### src/rtl/quad_decoder.sv
module quad_decoder #(
  parameter int FILT_W  = 4,
  parameter int ERR_WIN = 1
) (
  input  logic              clk,
  input  logic              rst,
  input  logic              in_a,
  input  logic              in_b,
  input  logic [1:0]        mult,
  input  logic [FILT_W-1:0] filt_len,
  input  logic              err_clr,
  output logic              count_en,
  output logic              dir,
  output logic              err_event,
  output logic              err_flag
);
  localparam int AW = $clog2(ERR_WIN + 1) + 1;
  localparam logic [AW-1:0] WIN = AW'(ERR_WIN);

  logic [1:0] s1, s2, s2d, f, fp;
  logic [FILT_W-1:0] st [2];
  logic [AW-1:0] age_a, age_b;
  logic ea, eb, err, step, up;

  always_ff @(posedge clk) begin
    if (rst) begin
      s1 <= '0; s2 <= '0; s2d <= '0; f <= '0; fp <= '0;
      for (int i = 0; i < 2; i++) st[i] <= '0;
    end else begin
      s1  <= {in_b, in_a};
      s2  <= s1;
      s2d <= s2;
      fp  <= f;
      for (int i = 0; i < 2; i++) begin
        if (s2[i] != s2d[i]) st[i] <= '0;
        else if (st[i] != '1) st[i] <= st[i] + 1'b1;
        if (filt_len == '0 ||
            (s2[i] == s2d[i] && ({1'b0, st[i]} + 1'b1) >= {1'b0, filt_len}))
          f[i] <= s2[i];
      end
    end
  end

  assign ea  = f[0] ^ fp[0];
  assign eb  = f[1] ^ fp[1];
  assign err = (ea && eb) || (ea && age_b < WIN) || (eb && age_a < WIN);

  always_comb begin
    case (mult)
      2'b00:   begin step = ea && !f[1]; up = f[0]; end
      2'b01:   begin step = ea;          up = f[0] ^ f[1]; end
      default: begin step = ea || eb;    up = ea ? (f[0] ^ f[1]) : ~(f[0] ^ f[1]); end
    endcase
  end

  always_ff @(posedge clk) begin
    if (rst) begin
      age_a <= WIN; age_b <= WIN;
      count_en <= 1'b0; dir <= 1'b0; err_event <= 1'b0; err_flag <= 1'b0;
    end else begin
      age_a <= ea ? '0 : (age_a < WIN ? age_a + 1'b1 : age_a);
      age_b <= eb ? '0 : (age_b < WIN ? age_b + 1'b1 : age_b);
      count_en  <= step && !err;
      if (step && !err) dir <= up;
      err_event <= err;
      err_flag  <= err || (err_flag && !err_clr);
    end
  end

  AST_RESET_QUIET: assert property (@(posedge clk) $past(rst) |-> !count_en && !err_event && !err_flag);
  AST_CNT_NEEDS_EDGE: assert property (@(posedge clk) disable iff (rst) count_en |-> $past(ea || eb));
  AST_DIR_HELD: assert property (@(posedge clk) disable iff (rst) !count_en |-> $stable(dir));
  AST_NO_CNT_ON_FAULT: assert property (@(posedge clk) disable iff (rst) err_event |-> !count_en);
  AST_FLAG_WITH_EVENT: assert property (@(posedge clk) disable iff (rst) $rose(err_flag) |-> err_event);
  AST_FLAG_STICKY: assert property (@(posedge clk) disable iff (rst) (err_flag && !err_clr) |=> err_flag);
  AST_X1_B_LOW: assert property (@(posedge clk) disable iff (rst) (count_en && $past(mult) == 2'b00) |-> !$past(f[1]));
endmodule

### config.mk
export PLATFORM = sky130hd
export DESIGN_NAME = quad_decoder
export DESIGN_NICKNAME = d
export VERILOG_FILES = /design/src/rtl/quad_decoder.sv
export SDC_FILE = /design/constraint.sdc
export NUM_CORES = 1
export LEC_CHECK = 0
export CAP_MARGIN = 5
export CORE_UTILIZATION = 50
export CTS_BUF_LIST = sky130_fd_sc_hd__clkbuf_4
export DETAILED_ROUTE_END_ITERATION = 10
export GPL_TIMING_DRIVEN = 0
export PLACE_DENSITY = 0.81
export SLEW_MARGIN = 15
export SYNTH_ARGS = -nofsm -noshare
export SYNTH_HDL_FRONTEND = slang
export SYNTH_SLANG_ARGS = --single-unit
export TNS_END_PERCENT = 20
### constraint.sdc
create_clock -name clk -period 1.7 [get_ports clk]
set_input_delay 0.34 -clock clk [delete_from_list [all_inputs] [get_ports clk]]
set_output_delay 0.34 -clock clk [all_outputs]
set_load 0.03 [all_outputs]
After elaboration in Yosys (flattened, before gate mapping):

Memory sizes are Yosys's and may differ from the RTL's.
Cells that the tools add are included.

* register bits after elaboration: 18
* memory bits (writable): 8
* output and inout bits: 4
* word-level logic and storage cells: 90
* memories: 1

Memories
* st: depth 2, width 4, rd ports 2, clocked after memory_dff 0, wr ports 2, line 21 `logic [FILT_W-1:0] st [2];`

* add/subtract/negate cells: 6
* $lt $le $gt $ge: 4
* eq/ne operators: 7
* mux-type cells: 27
* bitwise gates (word level): 8
* reductions and logical operators: 23

Operators with widths (number)
* 1-bit two-way mux: 21
* 4-bit two-way mux: 4
* 4-bit by 1-bit adder with 5-bit output (second input constant): 2
* 5-bit by 4-bit greater-or-equal comparator with 1-bit output: 2
* 4-bit by 1-bit adder with 4-bit output (second input constant): 2
* 1-bit logical AND: 8
* 4-bit inequality test (second input constant): 2
* 1-bit logical OR: 6
* 2-bit by 1-bit adder with 2-bit output (second input constant): 2
* 4-bit logical NOT: 1
* 2-bit by 1-bit < comparator with 1-bit output (second input constant): 2
* 1-bit OR: 4
* 1-bit case mux with 2 select lines: 2
* 2-bit nonzero test: 2
* 2-bit OR reduction: 2
* 1-bit logical NOT: 3
* 1-bit bitwise XOR: 3
* 1-bit equality test: 2
* 2-bit by 1-bit equality test with 1-bit output (second input constant): 1
* 2-bit logical NOT: 1
* 1-bit inequality test: 2
* 1-bit NOT: 1

Depth between registers and ports, before layout:

* word-level depth: 6
* mapped depth: 7

Worst setup path after synthesis:

Ideal clock, no wire load.

* kind: register -> register
* from: mem st[0][0]
* to: reg f[0]
* library setup time: 0.070 ns
* arrival: 1.635 ns
* required time: 1.630 ns
* setup slack: -0.006 ns
* stages on the path, launching flop included: 8
* path buffers: 0
* clock period less this slack: 1.706 ns
* path through: edfxtp_1 > ha_1 > xor2_1 > ha_1 > o21ai_0 > o2111ai_1 > o31a_1 > a21oi_1

RTL lines
* from (decl): line 21
* to (signal, indexed assignment): line 39 `f[i] <= s2[i];`
* to (decl): line 20 `logic [1:0] s1, s2, s2d, f, fp;`

==> results.ini <==
[yosys]
sequential_share_of_the_synthesized_area = 0.444
asyncSetResetFlopFracSynth = 0
netlist.top_cell.by_area = sky130_fd_sc_hd__dfxtp_1
post_synthesis_net_count = 161
post_synth_num_cell_types = 36
syn_area_per_cell_um2 = 9.80
mappedNetlistArea_um2 = 1350
syn-instance-count = 138
yosys_warning_total = 0
postSynthRegisterBits = 26
synth_enable_flop_cells = 8
ys.flop_type = sky130_fd_sc_hd__dfxtp_1
post_synth_main_area_contributors = sky130_fd_sc_hd__dfxtp_1 27%, sky130_fd_sc_hd__edfxtp_1 18%, sky130_fd_sc_hd__ha_1 11%
yosys.area.top_type_share = 0.266

[floorplanning]
design.die.area_um2 = 2920
boundaryPins = 15
floorplan.initialDensity = 0.536
floorplan.die.width_um = 54.0
rows = 18
chipHeight_um = 54.0
core_area_um2 = 2520

[global_route]
grt_remaining_overflow = 0
grt_pass1_wl_um = 4400
gr-usage-all-layers = 0.210
grt_max_degree = 16
first_global_vias = 1066
grt_antenna_before_repair = 0

[critical_path]
critical-path-max-stage-delay_ns = 0.43
critical_path_required_ns = 1.91
critical_path_cell_by_cell = ha_2, ha_1, a211oi_2, buf_4, o31a_1, a21oi_1
startpoint_type = flip-flop
critPathCaptureType = flip-flop
timing.reg2reg.worst_path_depth = 6
path_class = reg2reg
timing.critical_path.arrival_ns = 1.99
crit_path_max_fanout = 2
cp_slowest_cell = sky130_fd_sc_hd__edfxtp_1

[layout]
final_layout_size_suffix_gt1_frac = 0.164
fin_util = 0.679
syn_to_final_growth_pct = 26.6
antenna_cells_inserted = 0
layout.cells.non_filler = 195
nNetsFinal = 189

[routing]
dr_total_vias = 1094
route.top_layer_used = met4
dr_wl_met3_um = 97
firstDrtPassIters = 5
ant_nets = 0
detailedRoute.firstIterationViolations = 35
totalWireLength_um = 2720
drt_drc_violations_left = 0
routed_via_density = 5.61
wl_met2_um = 1360
m1WireLength_um = 1220
route.detailed.wl_per_inst_um = 13.9

[sta]
finalSetupViolCount = 2
timing.final.max_slew_violations = 0
grt_setup_unrepaired = true
finalCriticalPeriod_ns = 1.78
postLayoutSetupSlackWorst_ns = -0.0818
timing.max_slew.rel_slack = 0.701
hold_violations = 0
max_clock_freq_ghz = 0.561
worst-slew-pin-transition_ns = 0.448
final.setup_skew_ns = 0.00305
fin_crit_sh = 1.05

[cts]
cts-root-to-sink-buffers = 2
cts_root_buffer = sky130_fd_sc_hd__clkbuf_4
cts-buffers-inserted = 3
postCtsHoldBufs = 0
worst_skew_pair.late_latency_ns = 0.32
maximum_level_of_the_cts_h_tree = 1
cts_tree = built
cts.clk_slew.worst_paths_ns = 0.14
tritoncts_num_sinks = 26

[placed_design]
post-place-ws_ns = -0.423
numPlacedInstances = 182
globalplace.congestion = 0.699
placement.io_buffers = 14
dpl.hpwl_um = 1810

[job]
cap_viol_max_count = 0

[worst_hold_path]
hold_path_class = reg2reg
cells_on_worst_hold_path = 1

[pwr]
static-leakage-power_nw = 0.746
report.power.total_mw = 1.46
max_vdd_drop_uv = 673
total_power_divided_by_cell_area_nw_per_um2 = 852

[run_status]
violations = setup timing
result_of_the_run = finished with violations

report_power, final:
group / switching [mW] / internal [mW]
logic: 0.150 / 0.169
clock network: 0.188 / 0.238
registers: 0.0294 / 0.685
state kept, by name, indices dropped and copies added, names as in the netlist:
name / cells
age_a: 2
age_b: 2
count_en: 1
dir: 1
err_event: 1
err_flag: 1
f: 2
fp: 2
s1: 2
s2: 2
s2d: 2
st: 8
worst max-delay path, delay by kind of cell, from the launching register on:
| family | cells | cell delay, ns |
|---|---|---|
| AO/OA/AOI/OAI | 3 | 0.48 |
| adder cells (fa/ha/maj) | 2 | 0.60 |
| buffers and inverters | 1 | 0.17 |
| flip-flops | 1 | 0.43 |
cell usage after synthesis, types with 3 or more instances:
| library cell | n |
|---|---|
| sky130_fd_sc_hd__a211oi_1 | 3 |
| sky130_fd_sc_hd__a21o_1 | 3 |
| sky130_fd_sc_hd__a21oi_1 | 5 |
| sky130_fd_sc_hd__and3_1 | 4 |
| sky130_fd_sc_hd__clkbuf_1 | 3 |
| sky130_fd_sc_hd__dfxtp_1 | 18 |
| sky130_fd_sc_hd__edfxtp_1 | 8 |
| sky130_fd_sc_hd__ha_1 | 12 |
| sky130_fd_sc_hd__inv_1 | 9 |
| sky130_fd_sc_hd__nand2_1 | 8 |
| sky130_fd_sc_hd__nand2b_1 | 3 |
| sky130_fd_sc_hd__nand3_1 | 4 |
| sky130_fd_sc_hd__nor2_1 | 11 |
| sky130_fd_sc_hd__nor2b_1 | 8 |
| sky130_fd_sc_hd__o21ai_0 | 4 |
| sky130_fd_sc_hd__xnor2_1 | 4 |
| sky130_fd_sc_hd__xor2_1 | 5 |
cell usage in the layout, fill, tap and decap left out, types with 4 or more instances in the layout:
| cell type | count |
|---|---|
| sky130_fd_sc_hd__buf_4 | 9 |
| sky130_fd_sc_hd__nand3_1 | 4 |
| sky130_fd_sc_hd__inv_1 | 9 |
| sky130_fd_sc_hd__ha_1 | 9 |
| sky130_fd_sc_hd__and3_1 | 4 |
| sky130_fd_sc_hd__dfxtp_1 | 18 |
| sky130_fd_sc_hd__xnor2_1 | 4 |
| sky130_fd_sc_hd__a21oi_1 | 5 |
| sky130_fd_sc_hd__nand2_1 | 8 |
| sky130_fd_sc_hd__clkdlybuf4s50_1 | 11 |
| sky130_fd_sc_hd__nor2b_1 | 8 |
| sky130_fd_sc_hd__nor2_1 | 11 |
| sky130_fd_sc_hd__edfxtp_1 | 8 |
path summary, 6_finish.rpt:
path / from / to / slack (ns)
min reg2reg: s1[0] / s2[0] / 0.46
max reg2reg: st[1][0] / f[1] / -0.08
min: s1[0] / s2[0] / 0.46
max: st[1][0] / f[1] / -0.08
through the flow:
step                setup TNS [ns]  cell area, um2  hold WS, ns
global route                -0.351            1710        0.472
floorplan                        0            1350        0.414
CTS                        -0.0641            1660        0.462
detailed placement           -3.25            1530        0.435
global placement             -2.50            1530        0.421
finish                      -0.123            1710        0.460
cells by family (layout without fill, tap and decap cells):
group	Yosys count	in the layout	synth area share
simple gates	46	46	0.174
compound gates	29	29	0.149
flops	26	26	0.444
buf+inv	13	40	0.0370
fa+ha+maj	12	12	0.111
xor+xnor	10	10	0.0703
mux	2	2	0.0148
area by class of cell:
type                            instances  area [um2]
Sequential cell                        26         601
Clock inverter                          1        30.0
Inverter                                9        33.8
Buffer                                  4        16.3
Multi-Input combinational cell         99         764
Timing Repair Buffer                   23         208
Clock buffer                            3        22.5
Tap cell                               30        37.5
Fill cell                             188         810
routing by layer:
layer,vias to the layer above,track usage
li1,539,-
met1,527,0.249
met2,24,0.383
met3,4,0.0339
met4,0,0.0641
met5,-,0
what timing repair did:
item                       4_1_cts  5_1_grt
pin swaps                        8        8
setup endpoints to repair        4        3
buffers inserted                 6        3
gates resized for setup         10        6
Note: power is estimated with default switching activity, not from simulation.
